$ cat config.mk
export PLATFORM = sky130hd
export DESIGN_NAME = simt_reconv_stack
export DESIGN_NICKNAME = d
export VERILOG_FILES = /design/src/rtl/simt_reconv_pkg.sv /design/src/rtl/simt_lane_split.sv /design/src/rtl/simt_path_stack.sv /design/src/rtl/simt_reconv_stack.sv
export SDC_FILE = /design/constraint.sdc
export NUM_CORES = 1
export LEC_CHECK = 0
export BUFFER_PORTS_ARGS = -buffer_cell sky130_fd_sc_hd__buf_2
export CORE_AREA = 4 4 188 190
export CTS_BUF_LIST = sky130_fd_sc_hd__clkbuf_4 sky130_fd_sc_hd__clkbuf_8
export DETAILED_ROUTE_END_ITERATION = 12
export DIE_AREA = 0 0 192 194
export GPL_TIMING_DRIVEN = 0
export PLACE_DENSITY = 0.58
export SETUP_SLACK_MARGIN = 0.05
export SLEW_MARGIN = 10
export SYNTH_ARGS = -nofsm -noshare
export SYNTH_HDL_FRONTEND = slang
export SYNTH_SLANG_ARGS = --single-unit
export TNS_END_PERCENT = 20
$ cat constraint.sdc
create_clock -name clk_i -period 10.38 [get_ports clk_i]
set_input_delay 0.519 -clock clk_i [delete_from_list [all_inputs] [get_ports clk_i]]
set_output_delay 0.519 -clock clk_i [all_outputs]
set_load 0.02 [all_outputs]
$ cat src/rtl/simt_reconv_pkg.sv
package simt_reconv_pkg;
  typedef enum logic [1:0] {
    KIND_SEQ   = 2'd0,
    KIND_FALL  = 2'd1,
    KIND_JUMP  = 2'd2,
    KIND_SPLIT = 2'd3
  } step_kind_e;
endpackage

$ cat src/rtl/simt_lane_split.sv
module simt_lane_split
  import simt_reconv_pkg::*;
#(
  parameter int LANES = 8
) (
  input  logic [LANES-1:0] act_i,
  input  logic [LANES-1:0] pred_i,
  input  logic             br_i,
  output logic [LANES-1:0] taken_o,
  output logic [LANES-1:0] fall_o,
  output step_kind_e       kind_o
);
  // Only lanes currently enabled take part in the decision
  assign taken_o = pred_i & act_i;
  assign fall_o  = ~pred_i & act_i;

  always_comb begin
    if (!br_i)                 kind_o = KIND_SEQ;
    else if (taken_o == '0)    kind_o = KIND_FALL;
    else if (fall_o == '0)     kind_o = KIND_JUMP;
    else                       kind_o = KIND_SPLIT;
  end
endmodule

$ cat src/rtl/simt_path_stack.sv
module simt_path_stack #(
  parameter int LANES = 8,
  parameter int PC_W  = 16,
  parameter int DEPTH = 4,
  localparam int CNT_W = $clog2(DEPTH + 1),
  localparam int IDX_W = (DEPTH > 1) ? $clog2(DEPTH) : 1
) (
  input  logic             clk_i,
  input  logic             rst_i,
  input  logic [1:0]       push_n_i,
  input  logic [PC_W-1:0]  a_rpc_i,
  input  logic [PC_W-1:0]  a_npc_i,
  input  logic [LANES-1:0] a_mask_i,
  input  logic [PC_W-1:0]  b_rpc_i,
  input  logic [PC_W-1:0]  b_npc_i,
  input  logic [LANES-1:0] b_mask_i,
  input  logic             pop_i,
  output logic [CNT_W-1:0] count_o,
  output logic [PC_W-1:0]  top_rpc_o,
  output logic [PC_W-1:0]  top_npc_o,
  output logic [LANES-1:0] top_mask_o
);
  logic [PC_W-1:0]  rpc_q  [DEPTH];
  logic [PC_W-1:0]  npc_q  [DEPTH];
  logic [LANES-1:0] mask_q [DEPTH];
  logic [CNT_W-1:0] cnt_q;
  logic [CNT_W-1:0] top_pos;
  logic [IDX_W-1:0] top_idx;

  for (genvar i = 0; i < DEPTH; i++) begin : g_slot
    always_ff @(posedge clk_i) begin
      if (rst_i) begin
        rpc_q[i]  <= '0;
        npc_q[i]  <= '0;
        mask_q[i] <= '0;
      end else if (push_n_i != 2'd0 && cnt_q == CNT_W'(i)) begin
        rpc_q[i]  <= a_rpc_i;
        npc_q[i]  <= a_npc_i;
        mask_q[i] <= a_mask_i;
      end else if (push_n_i == 2'd2 && cnt_q + CNT_W'(1) == CNT_W'(i)) begin
        rpc_q[i]  <= b_rpc_i;
        npc_q[i]  <= b_npc_i;
        mask_q[i] <= b_mask_i;
      end
    end
  end

  always_ff @(posedge clk_i) begin
    if (rst_i)                 cnt_q <= '0;
    else if (push_n_i != 2'd0) cnt_q <= cnt_q + CNT_W'(push_n_i);
    else if (pop_i)            cnt_q <= cnt_q - CNT_W'(1);
  end

  assign top_pos    = cnt_q - CNT_W'(1);
  assign top_idx    = top_pos[IDX_W-1:0];
  assign count_o    = cnt_q;
  assign top_rpc_o  = rpc_q[top_idx];
  assign top_npc_o  = npc_q[top_idx];
  assign top_mask_o = mask_q[top_idx];
endmodule

$ cat src/rtl/simt_reconv_stack.sv
module simt_reconv_stack
  import simt_reconv_pkg::*;
#(
  parameter int LANES    = 8,
  parameter int PC_W     = 16,
  parameter int DEPTH    = 4,
  parameter int RESET_PC = 0,
  localparam int CNT_W   = $clog2(DEPTH + 1)
) (
  input  logic             clk_i,
  input  logic             rst_i,
  input  logic             step_i,
  input  logic             br_i,
  input  logic [LANES-1:0] pred_i,
  input  logic [PC_W-1:0]  tgt_i,
  input  logic [PC_W-1:0]  fall_i,
  input  logic [PC_W-1:0]  reconv_i,
  output logic [PC_W-1:0]  pc_o,
  output logic [LANES-1:0] lane_en_o,
  output logic             overflow_o
);
  logic [PC_W-1:0]  pc_q;
  logic [LANES-1:0] mask_q;
  logic             ovf_q;

  logic [LANES-1:0] taken_m, fall_m;
  step_kind_e       kind;

  logic [1:0]       push_n, need_n;
  logic             pop, ovf_set, room;
  logic [PC_W-1:0]  nxt_pc;
  logic [LANES-1:0] nxt_mask;
  logic [CNT_W-1:0] count;
  logic [PC_W-1:0]  top_rpc, top_npc;
  logic [LANES-1:0] top_mask;

  simt_lane_split #(.LANES(LANES)) split_i (
    .act_i  (mask_q),
    .pred_i (pred_i),
    .br_i   (br_i),
    .taken_o(taken_m),
    .fall_o (fall_m),
    .kind_o (kind)
  );

  simt_path_stack #(.LANES(LANES), .PC_W(PC_W), .DEPTH(DEPTH)) stack_i (
    .clk_i     (clk_i),
    .rst_i     (rst_i),
    .push_n_i  (push_n),
    .a_rpc_i   (reconv_i),
    .a_npc_i   (reconv_i),
    .a_mask_i  (mask_q),
    .b_rpc_i   (reconv_i),
    .b_npc_i   (fall_i),
    .b_mask_i  (fall_m),
    .pop_i     (pop),
    .count_o   (count),
    .top_rpc_o (top_rpc),
    .top_npc_o (top_npc),
    .top_mask_o(top_mask)
  );

  // If-without-else needs only the restore entry
  assign need_n = (fall_i == reconv_i) ? 2'd1 : 2'd2;
  assign room   = ({1'b0, count} + (CNT_W+1)'(need_n)) <= (CNT_W+1)'(DEPTH);

  always_comb begin
    nxt_pc   = pc_q + PC_W'(1);
    nxt_mask = mask_q;
    push_n   = 2'd0;
    pop      = 1'b0;
    ovf_set  = 1'b0;
    if (step_i) begin
      unique case (kind)
        KIND_FALL: nxt_pc = fall_i;
        KIND_JUMP: nxt_pc = tgt_i;
        KIND_SPLIT: begin
          nxt_pc   = tgt_i;
          nxt_mask = taken_m;
          if (room) push_n  = need_n;
          else      ovf_set = 1'b1;
        end
        default: ;
      endcase
      if (push_n == 2'd0 && count != '0 && nxt_pc == top_rpc) begin
        pop      = 1'b1;
        nxt_pc   = top_npc;
        nxt_mask = top_mask;
      end
    end
  end

  always_ff @(posedge clk_i) begin
    if (rst_i) begin
      pc_q   <= PC_W'(RESET_PC);
      mask_q <= '1;
      ovf_q  <= 1'b0;
    end else begin
      if (step_i) begin
        pc_q   <= nxt_pc;
        mask_q <= nxt_mask;
      end
      if (ovf_set) ovf_q <= 1'b1;
    end
  end

  assign pc_o       = pc_q;
  assign lane_en_o  = mask_q;
  assign overflow_o = ovf_q;
endmodule

==> results by group <==
Outcome
  • Outcome: complete, no violations

Detailed routing
  • DR pass1 iterations: 5
  • Metal3 WL: 2420 um
  • WL per Instance: around 22 um
  • Max layer used: met5
  • Number of routed nets with antenna violations: 0
  • Routed wire length: around 31,000 um
  • WL met2: ~15,000 um
  • Drt initial violations: 669
  • Via/cell ratio: 5.32
  • M1 WL: around 13,000 um
  • Via count: about 7.5k
  • Residual DRC count: 0

Finish
  • Post-Route Utilization: about a third
  • Layout cells sized above 1: between 10% and 20%
  • Fin nets: roughly 1.0k
  • Most frequent cells in the layout: 160 x edfxtp_1, 121 x nor2_1, 76 x buf_2, 48 x clkbuf_1, 48 x a22o_1
  • N_diodes: 0
  • Fillcell total: roughly 3.3k
  • Commonest non-fill, non-tap cell in the layout: edfxtp_1
  • Fin area: about 12,000 um2
  • Post-route insts no fill: ~1.4k
  • Synthesis-to-finish area growth: 13.5%

Synth
  • Number of synthesized flops with an enable pin: 160
  • Mapped Cells: 869
  • Mapped Area: around 10,000 um2
  • Synth warn: 0
  • Post-synth net total: around 940
  • Distinct cells, synth: between 60 and 70
  • Avg Inst Size Synth: about 12 um2
  • #FFs+latches synth: 188
  • Asr flop ratio synth: 0%
  • Top FF cell, synth: edfxtp_1
  • Post-synthesis sequential area ratio: around 52%

Die
  • Chip width: 192 um
  • FP Rows: 67
  • Die ar.: 37,200 um2
  • Die H: 194 um
  • Core box area: between 30,000 and 40,000 um2
  • Starting density of the core: about 31%
  • # IOs: 85

Clock tree
  • Postcts setup bufs: 0
  • Worst-path clk slew: ~0.1 ns
  • CTS tree: yes
  • TritonCTS Buffers: 17
  • Clk sinks: 188
  • CTS root buf: clkbuf_8
  • Post-CTS resize count: 0
  • Clk buf depth: 2
  • H-tree depth reported by CTS: 4
  • Insertion delay to the later sink of the worst-skew pair: about 0.48 ns
  • # hold bufs at CTS: 0

Pwr
  • Comb power frac: 16.2%
  • Switching Share: between 20% and 30%
  • Power share of the clock group: approximately 30%
  • Reg power frac: between 50% and 60%
  • Peak VDD IR: 0.0000640 V
  • Internal power: approximately 1.2 mW
  • Leakage power: between 4 and 5 nW
  • NetSw: between 400 and 500 uW
  • Power Density: around 140 nW/um2

STA
  • F_max: 149 MHz
  • Worst clock skew: 0.0138 ns
  • Worst Tran Pin Value: roughly 1.2 ns
  • Endpoints failing hold: 0
  • Max-slew violations: 0
  • Max_slew headroom: 20.4%
  • # setup viols final: 0
  • Unrepaired setup endpoints after global routing: false
  • TNS Setup: 0 ns
  • Final Critical Period: around 6.7 ns
  • Tcrit/Tclk final: around 65%

Worst setup path
  • Critical Path Sink Type: register
  • Arr. time, crit path: 7.11 ns
  • CP Launch Type: register
  • Crit-path max FO: 10
  • Setup CP Type: reg -> reg
  • WP data required: 10.75 ns

GRT
  • Global-route wire length before repair: ~46,000 um
  • GRT Util Overall: 16.6%
  • Overflow after GRT: 0
  • Largest net degree at the start of global routing: 27
  • Number of global-route vias before repair: about 7.5k
  • Initial antenna violation count: 3

Place
  • Placed inst area: 11,300 um2
  • Detail Placement HPWL: approximately 23,000 um
  • DP Cell Count: between 1k and 1.5k
  • Routability Congestion: about 0.9
  • # port buffers: 66

Hold path
  • Hold crit path type: in -> reg

Job
  • Max-cap violations: 0
==> worst max-delay path, cell delays in order (launching register included) <==
cell and delay [ns]:
dfxtp_1 0.50, buf_2 0.33, buf_2 0.37, buf_2 0.44, clkbuf_1 0.77, inv_1 0.22, ha_1 0.38, clkbuf_1 0.29
mux2_2 0.37, o21ai_0 0.66, xnor2_1 0.18, o21ai_0 0.20, nor4_4 0.32, nand4b_4 0.24, nor3_2 0.63, buf_2 0.37
nor3_1 0.08, a211o_1 0.24
==> path summary, 6_finish.rpt <==
kind                            from                    to  slack, ns  cells after the start
setup / recovery  stack_i.count_o[0]          lane_en_o[5]       3.65                     17
hold / removal            fall_i[12]  stack_i.npc_q[1][12]       0.43                      2
setup reg to reg  stack_i.count_o[0]          lane_en_o[5]       3.65                     17
hold reg to reg           overflow_o            overflow_o       0.51                      2
==> kinds of logic after synthesis <==
| logic type | synth area share, % |
|---|---|
| AO/OA/AOI/OAI | 12.0 |
| XOR/XNOR | 3.23 |
| adder cells (fa/ha/maj) | 1.72 |
| buffers and inverters | 3.88 |
| flip-flops | 52.0 |
| multiplexers | 10.8 |
| AND/OR/NAND/NOR | 16.3 |
==> registers in the layout, summed over array words and instances (netlist names) <==
| register | cells |
|---|---|
| lane_en_o | 8 |
| overflow_o | 1 |
| pc_o | 16 |
| stack_i.count_o | 3 |
| stack_i.mask_q | 32 |
| stack_i.npc_q | 64 |
| stack_i.rpc_q | 64 |
==> final cells by class <==
type	instances	area (um2)	area share, %
sequential	188	5370	45.8
inverter	21	78.8	0.673
clock buffer	19	249	2.13
buffer	72	322	2.75
multi-input combinational	588	4560	38.9
clock inverter	12	138	1.18
timing repair buffer	72	435	3.72
tap	448	561	4.79
==> power by group through the flow <==
| stage | Combinational [mW] | Clock, mW | Sequential (mW) |
|---|---|---|---|
| after floorplan | 0.162 | 0 | 0.910 |
| after global placement | 0.257 | 0 | 0.909 |
| after detailed placement | 0.267 | 0 | 0.908 |
| after CTS | 0.268 | 0.503 | 0.891 |
| after global routing | 0.288 | 0.531 | 0.895 |
| final | 0.268 | 0.495 | 0.891 |
==> cells in the mapped netlist (3+ instances only) <==
master,number,area [um2]
or3_1,3,18.8
a21oi_1,4,20.0
o31ai_1,3,22.5
mux4_2,39,878
a211o_1,12,105
nand3_1,19,95.1
mux2i_1,18,180
clkbuf_1,48,180
o31a_1,3,26.3
edfxtp_1,160,4800
buf_6,3,33.8
nor2b_1,36,225
nor2_1,121,454
a22o_1,48,420
dfxtp_1,28,561
o21ai_0,19,95.1
xnor2_1,12,105
o22ai_1,20,125
nand2_1,25,93.8
buf_1,10,37.5
or4_1,5,37.5
and3_1,4,25.0
nor4_1,11,68.8
buf_2,10,50.1
a41o_1,8,80.1
inv_1,20,75.1
nand2_2,4,25.0
a31oi_1,6,37.5
a211oi_1,28,210
nand2b_1,3,18.8
ha_1,11,138
xor2_1,26,228
and2_1,32,200
nand4_1,8,50.1
nor3_1,20,100
==> metrics by stage <==
stage	hold WS (ns)	worst slack [ns]	power, mW
detailed placement	0.504	3.55	1.18
floorplan	0.555	5.38	1.07
finish	0.429	3.65	1.65
global route	0.428	3.04	1.71
CTS	0.400	3.52	1.66
global placement	0.501	3.63	1.17
==> layer usage <==
layer | track usage [%] | up-vias
met5 | 0 | -
met4 | 4.68 | 6
met3 | 3.40 | 47
met2 | 27.3 | 302
met1 | 22.3 | 3715
li1 | - | 3478
Note: power is estimated with default switching activity, not from simulation.
